[src/rtl/mtt_pkg.sv]
package mtt_pkg;
  localparam int unsigned ADDR_W     = 24;
  localparam int unsigned REGION_CNT = 3;

  localparam logic [ADDR_W-1:0] BASE_A  = 24'h10_0000;
  localparam logic [ADDR_W-1:0] BASE_B  = 24'h40_0000;
  localparam logic [ADDR_W-1:0] BASE_UC = 24'h80_0000;

  typedef enum logic [1:0] {
    REG_A  = 2'd0,
    REG_B  = 2'd1,
    REG_UC = 2'd2
  } region_e;

  typedef struct packed {
    logic              write;
    logic              uncached;
    logic [ADDR_W-1:0] addr;
    logic [7:0]        data;
  } mtt_req_t;
endpackage

[src/rtl/mtt_lfsr.sv]
module mtt_lfsr #(
  parameter logic [31:0] SEED = 32'h1,
  parameter logic [31:0] TAPS = 32'h8020_0003
) (
  input  logic        clk_i,
  input  logic        rst_ni,
  output logic [31:0] state_o
);
  localparam logic [31:0] INIT = (SEED == 32'h0) ? 32'h1 : SEED;

  logic [31:0] state_q;

  // Galois form, advances every cycle
  always_ff @(posedge clk_i or negedge rst_ni) begin
    if (!rst_ni)         state_q <= INIT;
    else if (state_q[0]) state_q <= (state_q >> 1) ^ TAPS;
    else                 state_q <= state_q >> 1;
  end

  assign state_o = state_q;
endmodule

[src/rtl/mtt_shadow.sv]
module mtt_shadow
  import mtt_pkg::*;
#(
  parameter  int unsigned MEM_BYTES = 256,
  localparam int unsigned OFF_W     = $clog2(MEM_BYTES)
) (
  input  logic             clk_i,
  input  logic             rst_ni,
  input  region_e          region_i,
  input  logic [OFF_W-1:0] off_i,
  output logic [7:0]       rd_data_o,
  input  logic             wr_en_i,
  input  logic [7:0]       wr_data_i
);
  logic [REGION_CNT-1:0][7:0] rd_bank;

  for (genvar g = 0; g < REGION_CNT; g++) begin : g_bank
    logic [7:0] mem_q [MEM_BYTES];
    logic       sel;

    assign sel = (32'(region_i) == g);

    always_ff @(posedge clk_i or negedge rst_ni) begin
      if (!rst_ni) begin
        for (int i = 0; i < MEM_BYTES; i++) mem_q[i] <= '0;
      end else if (wr_en_i && sel) begin
        mem_q[off_i] <= wr_data_i;
      end
    end

    assign rd_bank[g] = mem_q[off_i];
  end

  always_comb begin
    case (region_i)
      REG_A:   rd_data_o = rd_bank[0];
      REG_B:   rd_data_o = rd_bank[1];
      default: rd_data_o = rd_bank[2];
    endcase
  end
endmodule

[src/rtl/mtt_inflight.sv]
module mtt_inflight
  import mtt_pkg::*;
#(
  parameter  int unsigned SLOTS = 8,
  localparam int unsigned IDX_W = (SLOTS > 1) ? $clog2(SLOTS) : 1
) (
  input  logic              clk_i,
  input  logic              rst_ni,
  input  logic [ADDR_W-1:0] probe_addr_i,
  output logic              hit_o,
  output logic              full_o,
  input  logic              alloc_i,
  input  logic              alloc_read_i,
  input  logic [7:0]        alloc_exp_i,
  input  logic              rel_i,
  input  logic [ADDR_W-1:0] rel_addr_i,
  output logic              rel_hit_o,
  output logic              rel_read_o,
  output logic [7:0]        rel_exp_o
);
  logic [SLOTS-1:0]             vld_q;
  logic [SLOTS-1:0]             rd_q;
  logic [SLOTS-1:0][ADDR_W-1:0] addr_q;
  logic [SLOTS-1:0][7:0]        exp_q;
  logic [SLOTS-1:0]             probe_m, rel_m;
  logic [IDX_W-1:0]             free_idx;

  for (genvar s = 0; s < SLOTS; s++) begin : g_slot
    assign probe_m[s] = vld_q[s] && (addr_q[s] == probe_addr_i);
    assign rel_m[s]   = vld_q[s] && (addr_q[s] == rel_addr_i);

    always_ff @(posedge clk_i or negedge rst_ni) begin
      if (!rst_ni) begin
        vld_q[s]  <= 1'b0;
        rd_q[s]   <= 1'b0;
        addr_q[s] <= '0;
        exp_q[s]  <= '0;
      end else if (alloc_i && (free_idx == IDX_W'(s)) && !vld_q[s]) begin
        vld_q[s]  <= 1'b1;
        rd_q[s]   <= alloc_read_i;
        addr_q[s] <= probe_addr_i;
        exp_q[s]  <= alloc_exp_i;
      end else if (rel_i && rel_m[s]) begin
        vld_q[s] <= 1'b0;
      end
    end
  end

  // lowest free slot
  always_comb begin
    free_idx = '0;
    for (int i = SLOTS - 1; i >= 0; i--) begin
      if (!vld_q[i]) free_idx = IDX_W'(i);
    end
  end

  always_comb begin
    rel_read_o = 1'b0;
    rel_exp_o  = '0;
    for (int i = 0; i < SLOTS; i++) begin
      if (rel_m[i]) begin
        rel_read_o = rd_q[i];
        rel_exp_o  = exp_q[i];
      end
    end
  end

  assign hit_o     = |probe_m;
  assign full_o    = &vld_q;
  assign rel_hit_o = |rel_m;
endmodule

[src/rtl/mtt_rsp_check.sv]
module mtt_rsp_check
  import mtt_pkg::*;
#(
  parameter int unsigned PROG_INTERVAL   = 16,
  parameter int unsigned MAX_LOADS       = 1000,
  parameter int unsigned DEADLOCK_CYCLES = 500000
) (
  input  logic              clk_i,
  input  logic              rst_ni,
  input  logic              rsp_valid_i,
  input  logic              rsp_write_i,
  input  logic [ADDR_W-1:0] rsp_addr_i,
  input  logic [7:0]        rsp_data_i,
  input  logic              rel_hit_i,
  input  logic              rel_read_i,
  input  logic [7:0]        rel_exp_i,
  output logic              stop_o,
  output logic              mismatch_o,
  output logic [ADDR_W-1:0] mis_addr_o,
  output logic [7:0]        mis_got_o,
  output logic [7:0]        mis_exp_o,
  output logic              deadlock_o,
  output logic              progress_o,
  output logic              done_o
);
  localparam int unsigned IDLE_W = $clog2(DEADLOCK_CYCLES + 1);

  logic              rd_done;
  logic [31:0]       rd_cnt_q, rd_cnt_d, next_prog_q;
  logic [IDLE_W-1:0] idle_q;
  logic              done_set;

  assign rd_done  = rsp_valid_i && !rsp_write_i && rel_hit_i && rel_read_i;
  assign rd_cnt_d = rd_cnt_q + 32'(rd_done);
  assign done_set = rd_cnt_d >= MAX_LOADS;
  assign stop_o   = done_o || done_set;

  always_ff @(posedge clk_i or negedge rst_ni) begin
    if (!rst_ni) begin
      rd_cnt_q    <= '0;
      next_prog_q <= PROG_INTERVAL;
      progress_o  <= 1'b0;
      done_o      <= 1'b0;
    end else begin
      rd_cnt_q   <= rd_cnt_d;
      progress_o <= 1'b0;
      if (rd_done && (rd_cnt_d == next_prog_q)) begin
        progress_o  <= 1'b1;
        next_prog_q <= next_prog_q + PROG_INTERVAL;
      end
      if (done_set) done_o <= 1'b1;
    end
  end

  // first mismatch wins
  always_ff @(posedge clk_i or negedge rst_ni) begin
    if (!rst_ni) begin
      mismatch_o <= 1'b0;
      mis_addr_o <= '0;
      mis_got_o  <= '0;
      mis_exp_o  <= '0;
    end else if (rd_done && (rsp_data_i != rel_exp_i) && !mismatch_o) begin
      mismatch_o <= 1'b1;
      mis_addr_o <= rsp_addr_i;
      mis_got_o  <= rsp_data_i;
      mis_exp_o  <= rel_exp_i;
    end
  end

  always_ff @(posedge clk_i or negedge rst_ni) begin
    if (!rst_ni) begin
      idle_q     <= '0;
      deadlock_o <= 1'b0;
    end else begin
      if (rsp_valid_i)                             idle_q <= '0;
      else if (idle_q != IDLE_W'(DEADLOCK_CYCLES)) idle_q <= idle_q + 1'b1;
      if (!rsp_valid_i && (idle_q == IDLE_W'(DEADLOCK_CYCLES))) deadlock_o <= 1'b1;
    end
  end
endmodule

[src/rtl/mem_traffic_tester.sv]
module mem_traffic_tester
  import mtt_pkg::*;
#(
  parameter int unsigned TESTER_ID       = 0,
  parameter int unsigned BLK_BYTES       = 16,
  parameter int unsigned MEM_BYTES       = 256,
  parameter int unsigned RD_PCT          = 50,
  parameter int unsigned UC_PCT          = 20,
  parameter int unsigned SLOTS           = 8,
  parameter int unsigned PROG_INTERVAL   = 16,
  parameter int unsigned MAX_LOADS       = 1000,
  parameter int unsigned DEADLOCK_CYCLES = 500000,
  parameter logic [31:0] SEED            = 32'h1ace_b00c
) (
  input  logic              clk_i,
  input  logic              rst_ni,
  output logic              req_valid_o,
  input  logic              req_ready_i,
  output logic              req_write_o,
  output logic              req_uncached_o,
  output logic [ADDR_W-1:0] req_addr_o,
  output logic [7:0]        req_data_o,
  input  logic              rsp_valid_i,
  input  logic              rsp_write_i,
  input  logic [ADDR_W-1:0] rsp_addr_i,
  input  logic [7:0]        rsp_data_i,
  output logic              mismatch_o,
  output logic [ADDR_W-1:0] mis_addr_o,
  output logic [7:0]        mis_got_o,
  output logic [7:0]        mis_exp_o,
  output logic              deadlock_o,
  output logic              progress_o,
  output logic              done_o
);
  localparam int unsigned     OFF_W    = $clog2(MEM_BYTES);
  localparam int unsigned     N_DRAW   = 2;
  localparam logic [OFF_W-1:0] BLK_MASK = OFF_W'(BLK_BYTES - 1);
  localparam logic [OFF_W-1:0] ID_OFF   = OFF_W'(TESTER_ID);

  logic [N_DRAW-1:0][31:0] draw;

  for (genvar k = 0; k < N_DRAW; k++) begin : g_rng
    mtt_lfsr #(.SEED(SEED ^ (32'(k) * 32'h9e37_79b9))) u_lfsr (
      .clk_i   (clk_i),
      .rst_ni  (rst_ni),
      .state_o (draw[k])
    );
  end

  // candidate request
  logic [6:0]        cmd_pct, uc_pct;
  logic [OFF_W-1:0]  off_rnd, cand_off;
  logic              cand_uc, cand_write;
  region_e           cand_region;
  logic [ADDR_W-1:0] cand_base, cand_addr;
  logic [7:0]        cand_data;

  assign cmd_pct    = 7'({16'b0, draw[0][15:0]} % 32'd100);
  assign uc_pct     = 7'({16'b0, draw[1][15:0]} % 32'd100);
  assign off_rnd    = OFF_W'({16'b0, draw[0][31:16]} % MEM_BYTES);
  assign cand_off   = (off_rnd & ~BLK_MASK) | ID_OFF;
  assign cand_uc    = 32'(uc_pct) < UC_PCT;
  assign cand_write = !(32'(cmd_pct) < RD_PCT);
  assign cand_data  = draw[1][31:24] ^ {draw[1][23:17], 1'b0};

  always_comb begin
    if (cand_uc)          cand_region = REG_UC;
    else if (draw[1][16]) cand_region = REG_A;
    else                  cand_region = REG_B;
    case (cand_region)
      REG_A:   cand_base = BASE_A;
      REG_B:   cand_base = BASE_B;
      default: cand_base = BASE_UC;
    endcase
  end

  assign cand_addr = cand_base + ADDR_W'(cand_off);

  // issue control
  logic     tbl_hit, tbl_full, stop;
  logic     issue, load_ok;
  logic     req_vld_q;
  mtt_req_t req_q;
  logic [7:0] shadow_byte;
  logic       rel_hit, rel_read;
  logic [7:0] rel_exp;

  assign load_ok = !req_vld_q || req_ready_i;
  assign issue   = load_ok && !tbl_hit && !tbl_full && !stop;

  always_ff @(posedge clk_i or negedge rst_ni) begin
    if (!rst_ni) begin
      req_vld_q <= 1'b0;
      req_q     <= '0;
    end else if (issue) begin
      req_vld_q      <= 1'b1;
      req_q.write    <= cand_write;
      req_q.uncached <= cand_uc;
      req_q.addr     <= cand_addr;
      req_q.data     <= cand_write ? cand_data : 8'h00;
    end else if (req_ready_i) begin
      req_vld_q <= 1'b0;
    end
  end

  assign req_valid_o    = req_vld_q;
  assign req_write_o    = req_q.write;
  assign req_uncached_o = req_q.uncached;
  assign req_addr_o     = req_q.addr;
  assign req_data_o     = req_q.data;

  mtt_shadow #(.MEM_BYTES(MEM_BYTES)) u_shadow (
    .clk_i     (clk_i),
    .rst_ni    (rst_ni),
    .region_i  (cand_region),
    .off_i     (cand_off),
    .rd_data_o (shadow_byte),
    .wr_en_i   (issue && cand_write),
    .wr_data_i (cand_data)
  );

  mtt_inflight #(.SLOTS(SLOTS)) u_inflight (
    .clk_i        (clk_i),
    .rst_ni       (rst_ni),
    .probe_addr_i (cand_addr),
    .hit_o        (tbl_hit),
    .full_o       (tbl_full),
    .alloc_i      (issue),
    .alloc_read_i (!cand_write),
    .alloc_exp_i  (shadow_byte),
    .rel_i        (rsp_valid_i),
    .rel_addr_i   (rsp_addr_i),
    .rel_hit_o    (rel_hit),
    .rel_read_o   (rel_read),
    .rel_exp_o    (rel_exp)
  );

  mtt_rsp_check #(
    .PROG_INTERVAL   (PROG_INTERVAL),
    .MAX_LOADS       (MAX_LOADS),
    .DEADLOCK_CYCLES (DEADLOCK_CYCLES)
  ) u_rsp_check (
    .clk_i       (clk_i),
    .rst_ni      (rst_ni),
    .rsp_valid_i (rsp_valid_i),
    .rsp_write_i (rsp_write_i),
    .rsp_addr_i  (rsp_addr_i),
    .rsp_data_i  (rsp_data_i),
    .rel_hit_i   (rel_hit),
    .rel_read_i  (rel_read),
    .rel_exp_i   (rel_exp),
    .stop_o      (stop),
    .mismatch_o  (mismatch_o),
    .mis_addr_o  (mis_addr_o),
    .mis_got_o   (mis_got_o),
    .mis_exp_o   (mis_exp_o),
    .deadlock_o  (deadlock_o),
    .progress_o  (progress_o),
    .done_o      (done_o)
  );
endmodule

[config.mk]
export PLATFORM = sky130hd
export DESIGN_NAME = mem_traffic_tester
export DESIGN_NICKNAME = d
export VERILOG_FILES = /design/src/rtl/mtt_pkg.sv /design/src/rtl/mtt_lfsr.sv /design/src/rtl/mtt_shadow.sv /design/src/rtl/mtt_inflight.sv /design/src/rtl/mtt_rsp_check.sv /design/src/rtl/mem_traffic_tester.sv
export SDC_FILE = /design/constraint.sdc
export NUM_CORES = 1
export LEC_CHECK = 0
export BUFFER_PORTS_ARGS = -buffer_cell sky130_fd_sc_hd__clkbuf_2
export CAP_MARGIN = 20
export CELL_PAD_IN_SITES_DETAIL_PLACEMENT = 1
export CELL_PAD_IN_SITES_GLOBAL_PLACEMENT = 1
export CORE_MARGIN = 1.5
export CORE_UTILIZATION = 35
export DETAILED_ROUTE_END_ITERATION = 8
export PLACE_DENSITY = 0.6
export SLEW_MARGIN = 0
export SYNTH_ARGS = -nofsm -noshare
export SYNTH_HDL_FRONTEND = slang
export SYNTH_SLANG_ARGS = --single-unit
[constraint.sdc]
create_clock -name clk_i -period 13.7 [get_ports clk_i]
set_input_delay 0 -clock clk_i [delete_from_list [all_inputs] [get_ports clk_i]]
set_output_delay 0 -clock clk_i [all_outputs]
set_load 0.005 [all_outputs]
==> results.md, run 1 <==
* Post-synth EDFFs at 0
* Final wirelength at 105000 um
* Core Box Area at 0.109 mm2
* Total Negative Setup Slacks at 0 ns
* Ratio of cells with drive above 1 in the final layout at 0.234
* Peak supply drop at 0.0780 mV
* Fillers at 11430
* Pwr Total at 0.00450 W
* Final Setup Violations at 0
* Vias in the first global route at 28032
* H-tree Lvls at 3
* Crit path max fanout at 36
* Sequential cell area fraction in the yosys report at 0.471
* Drt drc at 0
* Total Nets Final at 3222
* 1st-iter DRT viols at 1361
* Syn_area_per_cell at 12.3 um2
* Fin. max-slew vios at 0
* Netlist cell types at 131
* Critical path class: flip-flop to flip-flop
* Post CTS Setup Buffer Count at 0
* Status: finished clean
* Unrepaired setup endpoints after global routing: false
* Async SR Flop Fraction at 1.00
* Worst Path Required at 14.23 ns
* Hpwl dp at 70400 um
* Largest net degree at the start of global routing at 177
* Antenna-violating nets left at 0
* Ports at 116
* Area post-placement at 0.0402 mm2
* GR Overflow Total at 0
* Fin crit share at 0.801
* All-Layer GR Usage at 0.190
* Worst slew pin tran at 1.09 ns
* Post-cts sizing count at 0
* Top_reg_cell synth: dfrtp_1
* Place WS at 2.79 ns
* Maximum root-to-sink buffer count at 3
* Die Span X at 335 um
* Fin crit period at 10.97 ns
* Headroom to the max-slew limit at 0.270
* Slowest stage delay, CP at 0.76 ns
* Pwr dens at 104 mW/mm2
* Clock sinks at 724
* Final hold viol count at 0
* Via density at 5.51
* Number of port buffers at 98
* Static Leak at 20.0 nW
* CTS tree: built
* Crit end category: flip-flop
* Clock root cell: clkbuf_16
* TritonRoute pass-1 iters at 5
* Post-route cell area at 0.0434 mm2
* Reg clk slew, reported paths at 0.06 ns
* Area contributors post-synth: dfrtp_1, mux2_1, mux4_2
* Largest area contributor in the netlist: dfrtp_1
* Hold Crit Class: primary input to flip-flop
* Area growth syn-to-layout at 12.5%
* Max Cap Viol at 0
* Yosys top cell area share at 0.450
* Wire length per cell at 22.5 um
* Most common cell after layout, fill and taps aside: dfrtp_1
* Synthesis warning total at 0
* Most frequent cells in the layout: dfrtp_1, mux2_1, mux2_2, nand2_1, nor2_1
* Num CTS Buffers at 85
* Worst-Skew Late Latency at 0.67 ns
* Initial Utilization at 0.353
* Slowest cell on the critical path: buf_4
* WP data arrival at 11.49 ns
* Highest Clock Rate at 0.0912 GHz
* Die Span Y at 335 um
* Die area at 0.112 mm2
* GPL Wtd Cong at 0.855
* Initial antenna violation count at 3
* Std cell rows at 121
* Cells after Synth at 3123
* Final setup margin at 2.73 ns
* First-pass GRT wire length at 169000 um
* Synth Cell Area at 0.0385 mm2
* Clock Skew at 0.0346 ns
* FF+latch count, synth at 724
* Via count at 25669
* Hold-fix buffers, CTS at 20
* Startpoint types: flip-flop
## kinds of logic (layout without fill, tap and decap cells)
kind of cell,after synthesis,count (layout),synth area share
muxes,694,694,0.237
other,1,19,0.0000973
buffers and inverters,270,373,0.0345
AOI/OAI and AO/OA,394,394,0.0801
and+or+nand+nor,782,782,0.117
adders and majority gates,19,19,0.00559
xor gates and xnor gates,239,239,0.0547
DFF,724,724,0.471
## state kept, by name, indices dropped and copies added, names as in the netlist, 6 cells and up
register / count
u_shadow.g_bank.mem_q: 384
g_rng.u_lfsr.state_o: 64
u_inflight.exp_q: 64
u_inflight.addr_q: 56
u_rsp_check.rd_cnt_q: 32
u_rsp_check.next_prog_q: 28
u_rsp_check.mis_addr_o: 24
u_rsp_check.idle_q: 19
req_data_o: 8
u_inflight.rd_q: 8
u_inflight.vld_q: 8
u_rsp_check.mis_exp_o: 8
u_rsp_check.mis_got_o: 8
req_addr_o: 6
## synth_stat cells, types with 63 or more instances
master    number
nand3_1       76
a21oi_1       71
mux2_1       322
and3_1        63
nor2_1       165
xor2_1        73
clkbuf_1     117
dfrtp_1      693
nand2_1      166
mux2_2       204
xnor2_1      164
mux4_2       120
## power breakdown
group	internal (W)	total (W)	switching (W)
registers	0.00214	0.00214	0.00000126
logic	0.0000189	0.0000792	0.0000603
clock network	0.00133	0.00228	0.000946
## metal layers
layer  share of wire  wire length (um)  vias to the layer above  track usage
met5         0.00010                11                        -            0
met4           0.019              1960                        2       0.0431
met3           0.030              3190                      140       0.0263
met2            0.49             51400                      391        0.323
met1            0.46             48400                    13595        0.257
li1                -                 -                    11541            -
## path summary, 6_finish.rpt
path / to / slack [ns] / cells past startpoint / start
max: u_shadow.g_bank[1].mem_q[1017] / 2.73 / 30 / g_rng[0].u_lfsr.state_o[14]
min: u_rsp_check.idle_q[10] / 0.15 / 2 / rsp_valid_i
max reg2reg: u_shadow.g_bank[1].mem_q[1017] / 2.73 / 30 / g_rng[0].u_lfsr.state_o[14]
min reg2reg: g_rng[0].u_lfsr.state_o[18] / 0.35 / 0 / g_rng[0].u_lfsr.state_o[19]
max in group asynchronous: u_shadow.g_bank[0].mem_q[639] / 10.47 / 7 / rst_ni
min in group asynchronous: u_rsp_check.mis_addr_o[5] / 0.52 / 3 / rst_ni
## area by class of cell
class	instances	area [um2]	area share
clock inverter	29	368	0.00849
inverter	62	233	0.00537
antenna	2	5.00	0.000115
multi-input combinational	2145	19300	0.445
timing repair buffer	158	1110	0.0256
clock buffer	124	2420	0.0559
sequential	724	18200	0.419
tap	1414	1770	0.0408
## critical path, delay by kind of cell (launching register included)
kind | cells | cell delay, ns
DFF | 1 | 0.73
xor gates and xnor gates | 3 | 1.67
adders and majority gates | 1 | 0.27
AOI/OAI and AO/OA | 14 | 3.46
and+or+nand+nor | 7 | 2.24
muxes | 2 | 0.99
buffers and inverters | 3 | 1.40
## metrics by stage
| stage | hold slack [ns] | util | cells |
|---|---|---|---|
| 5_1_grt | 0.150 | 0.398 | 4656 |
| 4_1_cts | 0.115 | 0.396 | 4649 |
| 6_report | 0.149 | 0.398 | 4658 |
| 3_5_place_dp | 0.0968 | 0.369 | 4476 |
| 2_1_floorplan | -0.296 | - | 3139 |
| 3_3_place_gp | 0.0843 | 0.369 | 4476 |
Power figures use the tool's default switching activity.
==> run 2: changes to the inputs <==
--- a/config.mk
+++ b/config.mk
@@ -5,6 +5,7 @@
 export SDC_FILE = /design/constraint.sdc
 export NUM_CORES = 1
 export LEC_CHECK = 0
+export ABC_AREA = 1
 export BUFFER_PORTS_ARGS = -buffer_cell sky130_fd_sc_hd__clkbuf_2
 export CAP_MARGIN = 20
 export CELL_PAD_IN_SITES_DETAIL_PLACEMENT = 1
@@ -12,7 +13,7 @@
 export CORE_MARGIN = 1.5
 export CORE_UTILIZATION = 35
 export DETAILED_ROUTE_END_ITERATION = 8
-export PLACE_DENSITY = 0.6
+export PLACE_DENSITY = 0.64
 export SLEW_MARGIN = 0
 export SYNTH_ARGS = -nofsm -noshare
 export SYNTH_HDL_FRONTEND = slang
==> constraint.sdc (replaced) <==
create_clock -name clk_i -period 10.2 [get_ports clk_i]
set_input_delay 0 -clock clk_i [delete_from_list [all_inputs] [get_ports clk_i]]
set_output_delay 0 -clock clk_i [all_outputs]
set_load 0.005 [all_outputs]
==> run 2 against run 1 <==
Power increased by 41%. Critical path depth is 25 higher. Worst setup slack got worse by 1.7 ns. Global-route usage grew 3.4 points.
==> results.md, run 2 <==
* Status: finished clean
* WP data arrival at 9.73 ns (-1.76 ns)
* Worst-Skew Late Latency at 0.71 ns (+0.04 ns)
* Via count at 34946 (+36%)
* Crit end category: flip-flop
* Total Negative Setup Slacks at 0 ns (unchanged)
* Top_reg_cell synth: dfrtp_1
* Maximum root-to-sink buffer count at 3 (unchanged)
* Worst R2R Path Depth at 55 (+83%)
* Area growth syn-to-layout at 11.9%
* Wire length per cell at 20.3 um (-9.7%)
* Worst R2R Setup Slack at 1.01 ns (-1.72 ns)
* Worst setup endpoint: u_inflight.addr_q[190]
* Most numerous cell in the Yosys netlist: nand2_1
* Final wirelength at 130000 um (+24%)
* Final hold viol count at 0 (unchanged)
* Fin crit period at 9.19 ns (-1.78 ns)
* Initial Utilization at 0.353 (-0.000391)
* Hold WS at 0.0734 ns (-0.0759 ns)
* Die area at 0.116 mm2 (+3.1%)
* Max reg flops at 384 (unchanged)
* Number of port buffers at 98 (unchanged)
* Static Leak at 22.2 nW (+11%)
* Final Setup Violations at 0 (unchanged)
* Pwr dens at 143 mW/mm2 (+37%)
* Die Span X at 340 um (+1.5%)
* Highest Clock Rate at 0.109 GHz (+19%)
* Clock sinks at 724 (unchanged)
* Initial antenna violation count at 0 (-3)
* Most frequent CP cell: nand2_1
* Netlist cell types at 69 (-47%)
* 1st-iter DRT viols at 2253 (+66%)
* Worst Path Required at 10.74 ns (-3.49 ns)
* Cells after Synth at 4827 (+55%)
* Largest Register: u_shadow.g_bank.mem_q
* Hold Crit Class: primary input to flip-flop
* H-tree Lvls at 3 (unchanged)
* XOR/XNOR share of the synthesized area at 0.0262 (-0.0285)
* Headroom to the max-slew limit at 0.257 (-0.0130)
* Synth Cell Area at 0.0397 mm2 (+3.1%)
* Peak supply drop at 0.122 mV (+56%)
* Adder-cell share of the synthesized area at 0.00284 (-0.00275)
* Slowest stage delay, CP at 0.60 ns (-0.16 ns)
* Vias in the first global route at 36044 (+29%)
* TritonRoute pass-1 iters at 5 (unchanged)
* Drt drc at 0 (unchanged)
* Compound-Gate Fraction of Synth Area at 0.101 (+0.0207)
* Most common cell after layout, fill and taps aside: nand2_1
* Largest net degree at the start of global routing at 157 (-11%)
* Place WS at 0.874 ns (-1.91 ns)
* FF-to-FF End: u_inflight.addr_q[190]
* Critical path startpoint: g_rng[1].u_lfsr.state_o[14]
* Reg clk slew, reported paths at 0.06 ns (about the same)
* Async SR Flop Fraction at 1.00 (unchanged)
* Max Cap Viol at 0 (unchanged)
* Std cell rows at 123 (+1.7%)
* GPL Wtd Cong at 0.833 (-2.5%)
* Hpwl dp at 81600 um (+16%)
* R2r startpoint: g_rng[1].u_lfsr.state_o[14]
* Via density at 5.46 (-0.85%)
* Critical path class: flip-flop to flip-flop
* Ratio of cells with drive above 1 in the final layout at 0.122 (-0.112)
* Post-Synth Simple-Gate Area at 0.324 (+0.207)
* All-Layer GR Usage at 0.224 (+0.0337)
* Fin. max-slew vios at 0 (unchanged)
* Unrepaired setup endpoints after global routing: false
* GR Overflow Total at 0 (unchanged)
* FF+latch count, synth at 724 (unchanged)
* CTS tree: built
* Core Box Area at 0.112 mm2 (+3.2%)
* Area contributors post-synth: dfrtp_1, nand2_1, nand4_1
* Num CTS Buffers at 88 (+3.5%)
* Most frequent cells in the layout: nand2_1, dfrtp_1, nand4_1, inv_1, nand3_1
* Largest area contributor in the netlist: dfrtp_1
* Post-synth EDFFs at 0 (unchanged)
* Yosys top cell area share at 0.437 (-0.0135)
* Hold Startpoint: rsp_addr_i[7]
* Total Nets Final at 4868 (+51%)
* Synthesis warning total at 0 (unchanged)
* Die Span Y at 340 um (+1.5%)
* Crit path max fanout at 47 (+31%)
* Ant. Diodes at 0 (-2)
* First-pass GRT wire length at 210000 um (+24%)
* Ports at 116 (unchanged)
* Synth cell count leaders: nand2_1, dfrtp_1, nand4_1
* Slowest cell on the critical path: dfstp_2
* Final setup margin at 1.01 ns (-1.72 ns)
* Sequential cell area fraction in the yosys report at 0.457 (-0.0141)
* Clock Skew at 0.0609 ns (+0.0263 ns)
* Antenna-violating nets left at 0 (unchanged)
* Syn_area_per_cell at 8.23 um2 (-33%)
* Largest family of logic cells by synthesized area: simple AND/OR/NAND/NOR gates
* Clock root cell: clkbuf_16
* Post-synthesis mux area share at 0 (-0.237)
* Fin crit share at 0.901 (+0.100)
* Worst slew pin tran at 1.11 ns (+0.0223 ns)
* Startpoint types: flip-flop
==> run 2: cell types whose count changed after synthesis, sizes merged, moves of 38 or more <==
cell / previous run / this run
nand2: 166 / 1480
mux2: 526 / 0
nand4: 43 / 536
inv: 59 / 382
o21ai: 67 / 274
xnor2: 166 / 22
nand3: 109 / 252
mux4: 120 / 0
buf: 90 / 174
nor2: 168 / 246
o22ai: 9 / 79
and3: 65 / 5
mux2i: 48 / 0
o221ai: 7 / 45
==> run 2: metal layers <==
metal  global-route usage  vias up  part of all wire
li1                     -    16492                 -
met1                0.321    17699              0.48
met2                0.360      596              0.46
met3               0.0245      159             0.034
met4               0.0572        0             0.021
met5                    0        -                 0
==> run 2: critical path: cells and delay by family (launching register included) <==
family	cells	cell delay, ns
compound gates	4	0.60
fa+ha+maj	1	0.28
flops	1	0.60
simple gates	46	5.89
buf+inv	4	1.63
==> run 2: worst min path at each step <==
| stage | to | slack (ns) | cells after the start |
|---|---|---|---|
| 2_1_floorplan | g_rng[0].u_lfsr.state_o[0] | -0.30 | 0 |
| 3_5_place_dp | u_rsp_check.rd_cnt_q[23] | 0.09 | 1 |
| 4_1_cts | u_inflight.vld_q[0] | 0.04 | 6 |
| 5_1_grt | u_inflight.vld_q[0] | 0.12 | 6 |
| 6_report | u_inflight.vld_q[0] | 0.07 | 6 |
| 3_3_place_gp | u_rsp_check.rd_cnt_q[23] | 0.08 | 1 |
==> run 2: final cells by class <==
cell class,count,area (um2)
Sequential cell,724,18200
Clock buffer,135,2620
Timing Repair Buffer,213,1640
Multi-Input combinational cell,3405,18200
Inverter,390,1480
Tap cell,1500,1880
Clock inverter,29,487
Fill cell,13362,68100
==> run 2: cell families after synthesis <==
group	after synthesis
compound gates	635
fa+ha+maj	9
xor+xnor	119
other cells	1
flops	724
buf+inv	714
simple gates	2625
==> run 2: power by group <==
group	internal (W)	total (W)	switching [W]
sequential	0.00287	0.00288	0.000000663
clock	0.00199	0.00335	0.00136
combinational	0.0000222	0.000111	0.0000888
==> run 2: what timing repair did <==
action / CTS / global route
hold buffers: 20 / 0
endpoints found under the setup margin: 0 / 348
endpoints found under the hold margin: 124 / 0
buffers inserted: 0 / 2
gates resized for setup: 0 / 2
==> run 2: metrics by stage <==
step | util | total power (W) | instances | area (um2)
6_report | 0.395 | 0.00633 | 6396 | 44400
5_1_grt | 0.395 | 0.00653 | 6396 | 44400
4_1_cts | 0.395 | 0.00641 | 6393 | 44400
3_5_place_dp | 0.365 | 0.00303 | 6209 | 41100
3_3_place_gp | 0.365 | 0.00303 | 6208 | 41000
2_1_floorplan | - | 0.00295 | 4843 | 39800
